[src/rtl/colload_pkg.sv]
package colload_pkg;
  typedef enum logic [1:0] {
    ST_IDLE = 2'd0,
    ST_LOAD = 2'd1,
    ST_EXIT = 2'd2
  } ld_state_e;
endpackage

[src/rtl/col_sync.sv]
// Multi-stage register chain: synchronizer for async inputs, aligner for data.
module col_sync #(
  parameter int W      = 1,
  parameter int STAGES = 2
) (
  input  logic         clk_i,
  input  logic         rst_ni,
  input  logic [W-1:0] d_i,
  output logic [W-1:0] q_o
);
  logic [W-1:0] stg_q [STAGES];

  always_ff @(posedge clk_i or negedge rst_ni) begin
    if (!rst_ni) stg_q[0] <= '0;
    else         stg_q[0] <= d_i;
  end

  for (genvar i = 1; i < STAGES; i++) begin : g_stage
    always_ff @(posedge clk_i or negedge rst_ni) begin
      if (!rst_ni) stg_q[i] <= '0;
      else         stg_q[i] <= stg_q[i-1];
    end
  end

  assign q_o = stg_q[STAGES-1];
endmodule

[src/rtl/col_edge_det.sv]
module col_edge_det (
  input  logic clk_i,
  input  logic rst_ni,
  input  logic s_i,
  output logic rise_o,
  output logic fall_o
);
  logic prev_q;

  always_ff @(posedge clk_i or negedge rst_ni) begin
    if (!rst_ni) prev_q <= 1'b0;
    else         prev_q <= s_i;
  end

  assign rise_o = s_i & ~prev_q;
  assign fall_o = ~s_i & prev_q;
endmodule

[src/rtl/col_seq.sv]
// Token capture, slot ordering and cascade hand-off.
module col_seq
  import colload_pkg::*;
#(
  parameter int NUM_SLOTS = 32,
  localparam int IDX_W = $clog2(NUM_SLOTS),
  localparam int CNT_W = $clog2(NUM_SLOTS + 1)
) (
  input  logic             clk_i,
  input  logic             rst_ni,
  input  logic             rise_i,
  input  logic             fall_i,
  input  logic             dir_i,
  input  logic             tok_a_i,
  input  logic             tok_b_i,
  output logic             we_o,
  output logic [IDX_W-1:0] idx_o,
  output logic             busy_o,
  output logic             tok_a_o,
  output logic             tok_b_o
);
  localparam logic [CNT_W-1:0] LAST_POS = CNT_W'(NUM_SLOTS - 1);

  ld_state_e        state_q, state_d;
  logic [CNT_W-1:0] cnt_q, cnt_d;
  logic [CNT_W-1:0] ord, pos;
  logic             dir_q, dir_d, dir_eff;
  logic             exit_q, exit_d;
  logic             entry_tok, start, step, last, any_edge;

  always_comb begin
    any_edge  = rise_i | fall_i;
    entry_tok = dir_i ? tok_a_i : tok_b_i;
    start     = (state_q == ST_IDLE) && rise_i && entry_tok;
    step      = (state_q == ST_LOAD) && any_edge;
    we_o      = start | step;
    ord       = start ? '0 : cnt_q;
    dir_eff   = start ? dir_i : dir_q;
    pos       = dir_eff ? ord : (LAST_POS - ord);
    idx_o     = pos[IDX_W-1:0];
    last      = (ord == LAST_POS);
  end

  always_comb begin
    state_d = state_q;
    cnt_d   = cnt_q;
    dir_d   = dir_q;
    exit_d  = exit_q;
    unique case (state_q)
      ST_IDLE: if (start) begin
        dir_d = dir_i;
        if (last) begin
          state_d = ST_EXIT;
          exit_d  = 1'b1;
        end else begin
          state_d = ST_LOAD;
          cnt_d   = CNT_W'(1);
        end
      end
      ST_LOAD: if (step) begin
        if (last) begin
          state_d = ST_EXIT;
          exit_d  = 1'b1;
          cnt_d   = '0;
        end else begin
          cnt_d = cnt_q + CNT_W'(1);
        end
      end
      ST_EXIT: if (any_edge) begin
        state_d = ST_IDLE;
        exit_d  = 1'b0;
      end
      default: begin
        state_d = ST_IDLE;
        exit_d  = 1'b0;
        cnt_d   = '0;
      end
    endcase
  end

  always_ff @(posedge clk_i or negedge rst_ni) begin
    if (!rst_ni) begin
      state_q <= ST_IDLE;
      cnt_q   <= '0;
      dir_q   <= 1'b0;
      exit_q  <= 1'b0;
    end else begin
      state_q <= state_d;
      cnt_q   <= cnt_d;
      dir_q   <= dir_d;
      exit_q  <= exit_d;
    end
  end

  assign busy_o  = (state_q != ST_IDLE);
  assign tok_b_o = exit_q & dir_q;
  assign tok_a_o = exit_q & ~dir_q;
endmodule

[src/rtl/col_slot_bank.sv]
module col_slot_bank #(
  parameter int DATA_W    = 7,
  parameter int NUM_SLOTS = 32,
  localparam int IDX_W    = $clog2(NUM_SLOTS)
) (
  input  logic                        clk_i,
  input  logic                        rst_ni,
  input  logic                        we_i,
  input  logic [IDX_W-1:0]            idx_i,
  input  logic [DATA_W-1:0]           d_i,
  output logic [NUM_SLOTS*DATA_W-1:0] slots_o
);
  for (genvar k = 0; k < NUM_SLOTS; k++) begin : g_slot
    logic [DATA_W-1:0] slot_q;
    always_ff @(posedge clk_i or negedge rst_ni) begin
      if (!rst_ni)                            slot_q <= '0;
      else if (we_i && (idx_i == IDX_W'(k)))  slot_q <= d_i;
    end
    assign slots_o[k*DATA_W +: DATA_W] = slot_q;
  end
endmodule

[src/rtl/col_loader.sv]
module col_loader #(
  parameter int DATA_W      = 7,
  parameter int NUM_SLOTS   = 32,
  parameter int SYNC_STAGES = 2,
  localparam int IDX_W      = $clog2(NUM_SLOTS),
  localparam int BANK_W     = NUM_SLOTS * DATA_W
) (
  input  logic              clk_i,
  input  logic              rst_ni,
  input  logic [DATA_W-1:0] data_i,
  input  logic              shclk_i,
  input  logic              dir_i,
  input  logic              tok_a_i,
  output logic              tok_a_o,
  input  logic              tok_b_i,
  output logic              tok_b_o,
  output logic [BANK_W-1:0] slots_o,
  output logic              busy_o
);
  logic [2:0]        ctl_s;
  logic [DATA_W-1:0] data_s;
  logic              rise_stb, fall_stb;
  logic              we;
  logic [IDX_W-1:0]  idx;

  col_sync #(.W(3), .STAGES(SYNC_STAGES)) u_ctl_sync (
    .clk_i (clk_i),
    .rst_ni(rst_ni),
    .d_i   ({tok_b_i, tok_a_i, shclk_i}),
    .q_o   (ctl_s)
  );

  // Same depth as the control path so each strobe sees its own bus word.
  col_sync #(.W(DATA_W), .STAGES(SYNC_STAGES)) u_data_align (
    .clk_i (clk_i),
    .rst_ni(rst_ni),
    .d_i   (data_i),
    .q_o   (data_s)
  );

  col_edge_det u_edge (
    .clk_i (clk_i),
    .rst_ni(rst_ni),
    .s_i   (ctl_s[0]),
    .rise_o(rise_stb),
    .fall_o(fall_stb)
  );

  col_seq #(.NUM_SLOTS(NUM_SLOTS)) u_seq (
    .clk_i  (clk_i),
    .rst_ni (rst_ni),
    .rise_i (rise_stb),
    .fall_i (fall_stb),
    .dir_i  (dir_i),
    .tok_a_i(ctl_s[1]),
    .tok_b_i(ctl_s[2]),
    .we_o   (we),
    .idx_o  (idx),
    .busy_o (busy_o),
    .tok_a_o(tok_a_o),
    .tok_b_o(tok_b_o)
  );

  col_slot_bank #(.DATA_W(DATA_W), .NUM_SLOTS(NUM_SLOTS)) u_bank (
    .clk_i  (clk_i),
    .rst_ni (rst_ni),
    .we_i   (we),
    .idx_i  (idx),
    .d_i    (data_s),
    .slots_o(slots_o)
  );
endmodule

[config.mk]
export PLATFORM = sky130hd
export DESIGN_NAME = col_loader
export DESIGN_NICKNAME = d
export VERILOG_FILES = /design/src/rtl/colload_pkg.sv /design/src/rtl/col_sync.sv /design/src/rtl/col_edge_det.sv /design/src/rtl/col_seq.sv /design/src/rtl/col_slot_bank.sv /design/src/rtl/col_loader.sv
export SDC_FILE = /design/constraint.sdc
export NUM_CORES = 1
export LEC_CHECK = 0
export BUFFER_PORTS_ARGS = -buffer_cell sky130_fd_sc_hd__buf_2
export CAP_MARGIN = 20
export CORE_UTILIZATION = 60
export CTS_BUF_LIST = sky130_fd_sc_hd__clkbuf_8
export CTS_CLUSTER_SIZE = 24
export DETAILED_ROUTE_END_ITERATION = 16
export PLACE_DENSITY_LB_ADDON = 0.05
export SLEW_MARGIN = 5
export SYNTH_ARGS = -nofsm -noshare
export SYNTH_HDL_FRONTEND = slang
export SYNTH_SLANG_ARGS = --single-unit
[constraint.sdc]
create_clock -name clk_i -period 4.9 [get_ports clk_i]
set_input_delay 0.49 -clock clk_i [delete_from_list [all_inputs] [get_ports clk_i]]
set_output_delay 0.49 -clock clk_i [all_outputs]
set_load 0.005 [all_outputs]
==> metrics.md <==
| Metric | Value |
|---|---|
| Mean post-synth cell area | `15.5 µm²` |
| CP Launch Type | `flop` |
| Pin count of the biggest net entering global routing | `129` |
| Post-cts sizing count | `0` |
| Async set or reset register ratio after synthesis | `100%` |
| Crit-path leading delay family | `simple AND/OR/NAND/NOR gates` |
| Max_slew headroom | `36.6%` |
| Root buf cell | `clkbuf_8` |
| Worst-Margin Slew | `0.951 ns` |
| Area growth syn-to-layout | `22.9%` |
| Chip width | `130 µm` |
| First-pass GRT wire length | `36.7 mm` |
| Total grt overflow | `0` |
| Synth Flop Type | `dfrtp_1` |
| Number of flops mapped to enable cells by yosys | `0` |
| Critical Path Stages | `6` |
| Finished Layout Cells | `1148` |
| TritonRoute pass-1 iters | `4` |
| Fmax | `0.382 GHz` |
| GPL Wtd Cong | `0.917` |
| Initial Util | `61.9%` |
| Dpl cells | `1072` |
| Yosys top cell by area | `dfrtp_1` |
| Port bufs | `239` |
| DRC errors left | `0` |
| RSZ-0062 raised after global routing | `false` |
| CTS max path bufs | `3` |
| Hold buffer count at CTS | `0` |
| Layout cell share with drive strength beyond 1 | `61.5%` |
| Sink Count | `255` |
| Crit path max fanout | `7` |
| CP endpoint kind | `flop` |
| R2R Setup Slk | `2.28 ns` |
| Via Count | `6293` |
| CTS tree | `yes` |
| DRT antenna net count | `0` |
| Status | `complete, no violations` |
| Setup crit start | `u_ctl_sync.q_o[0]` |
| Final Critical Period | `2.62 ns` |
| # nets final | `914` |
| Die H | `130 µm` |
| Post-Route WL | `23.9 mm` |
| Seq/Total Area, Yosys | `64.4%` |
| Clk pin slew, worst setup/hold paths | `0.06 ns` |
| Wire per inst | `20.8 µm` |
| FILL cells | `1068` |
| Period Utilization, post-route | `53.4%` |
| Kind of critical path | `reg2reg` |
| Count of pins over their slew limit | `0` |
| CTS H-tree depth | `2` |
| Fin. Hold Viols | `0` |
| CP Cell Sequence | `ha_1 > or3b_1 > nor2_1 > o21a_1 > nor2b_1 > mux2_2` |
| Gr usage total | `29.2%` |
| I/O Pins | `240` |
| WHS | `0.00882 ns` |
| Pleak | `6.35 nW` |
| Share of the synthesized area in the top cell type | `64.4%` |
| Initial antenna violation count | `0` |
| Row cnt | `46` |
| Clock Skews | `0.0244 ns` |
| Post-Synthesis Cell Area | `0.00990 mm²` |
| Post-CTS setup repair buffer count | `0` |
| Final setup violation count | `0` |
| Core Footprint | `0.0160 mm²` |
| FF+latch count, synth | `255` |
| HPWL Detailed | `16.1 mm` |
| Worst Path Required | `5.31 ns` |
| CP Capture Point | `u_bank.g_slot[16].slot_q[3]` |
| WP data arrival | `3.02 ns` |
| Post-synthesis cell count | `639` |
| Cell variety after synth | `45` |
| Crit path buf inv count | `0` |
| Max_cap viols | `0` |
| Ranking of synthesized cells by area | `dfrtp_1 (64%), mux2_2 (25%), nor2_2 (1.3%)` |
| Num CTS Buffers | `41` |
| Worst IR drop on VDD | `434 µV` |
| Number of global-route vias before repair | `6437` |
| Reg2reg start | `u_ctl_sync.q_o[0]` |
| Most frequent cell after synthesis | `dfrtp_1` |
| Synth Net Count | `654` |
| Critical Path Max Stage Delay | `0.50 ns` |
| Vias/cell | `5.48` |
| Synth cell count leaders | `dfrtp_1 (255), mux2_2 (217), clkbuf_1 (25)` |
| Die area | `0.0170 mm²` |
| Reg-to-Reg End | `u_bank.g_slot[16].slot_q[3]` |
| DRT iter0 DRCs | `325` |
| Reg2reg path depth | `6` |
| Pwr dens | `631 mW/mm²` |
| Setup TNS | `0 ns` |
| Hold WC Path Type | `in2async` |
| Worst-Skew Late Latency | `0.54 ns` |
| Slowest cell on crit path | `nor2b_1` |
| Synth warn | `0` |
==> cell usage in the layout, fill, tap and decap left out, drive strengths merged, types with 2 or more instances in the layout <==
master / synthesis / routed
a21boi: 2 / 2
a21o: 2 / 2
a21oi: 8 / 8
a22oi: 3 / 3
and2: 4 / 4
and3: 2 / 2
buf: 7 / 249
clkbuf: 25 / 57
clkinv: 0 / 7
dfrtp: 255 / 255
ha: 2 / 2
inv: 3 / 13
mux2: 225 / 225
mux2i: 3 / 3
nand2: 18 / 18
nand2b: 6 / 6
nand3: 4 / 4
nor2: 31 / 31
nor2b: 8 / 8
nor3: 2 / 2
nor3b: 3 / 3
o21ai: 11 / 11
or2: 3 / 3
==> where the power goes <==
group	internal, mW	switching, mW	total, mW
sequential	2.94	0.499	3.44
combinational	1.32	1.07	2.39
clock	1.03	0.817	1.85
total	5.30	2.39	7.68
==> cell families after synthesis <==
kind of cell	count (synthesis)	synth area share (%)
flops	255	64.4
mux	228	26.2
simple gates	86	5.09
buf+inv	35	1.60
compound gates	32	2.33
fa+ha+maj	2	0.253
xor+xnor	1	0.0885
==> metal layers <==
| metal | global-route usage [%] | part of all wire (%) | wire, µm |
|---|---|---|---|
| met5 | 0 | 0 | 0 |
| met4 | 8.79 | 1.8 | 439 |
| met3 | 7.17 | 6.6 | 1580 |
| met2 | 47.7 | 49 | 11700 |
| met1 | 39.1 | 43 | 10200 |
==> registers in the layout (all words and copies together) (netlist names) <==
signal                flops
u_edge.prev_q             1
u_seq.cnt_q               6
u_data_align.stg_q        7
u_seq.exit_q              1
u_ctl_sync.q_o            3
u_data_align.q_o          7
u_seq.state_q             2
u_seq.dir_q               1
u_bank.g_slot.slot_q    224
u_ctl_sync.stg_q          3
==> cell type report <==
cell class	instances	area [µm²]	area share [%]
multi-input cells	349	3360	27.6
inverters	3	11.3	0.0925
diodes	1	2.50	0.0206
well taps	216	270	2.22
repair buffers	249	1280	10.5
clock inverters	18	80.1	0.658
clock buffers	57	785	6.44
flip-flops and latches	255	6380	52.4
==> worst min-delay path by stage <==
stage                           from                          to  slack [ns]  cells past startpoint
6_report                      rst_ni  u_bank.g_slot[0].slot_q[1]       0.009                      1
5_1_grt                    data_i[6]      u_data_align.stg_q[13]        0.03                      1
4_1_cts                    data_i[6]      u_data_align.stg_q[13]        0.04                      1
3_5_place_dp   u_data_align.stg_q[8]         u_data_align.q_o[1]        0.34                      0
3_3_place_gp     u_ctl_sync.stg_q[5]           u_ctl_sync.q_o[2]        0.33                      0
2_1_floorplan                 rst_ni  u_bank.g_slot[0].slot_q[0]        0.19                      0
==> through the flow <==
stage                     utilization [%]  cell area (µm²)  total power, mW  worst slack [ns]
final                                76.1            12200             7.68              2.28
after global routing                 76.1            12200             8.13              2.16
after CTS                            76.1            12200             7.73              2.26
after detailed placement             70.7            11300             5.86              2.22
after global placement               70.7            11300             5.73              2.27
after floorplan                         -             9900             4.65              2.71
(Power assumes the default switching activity.)
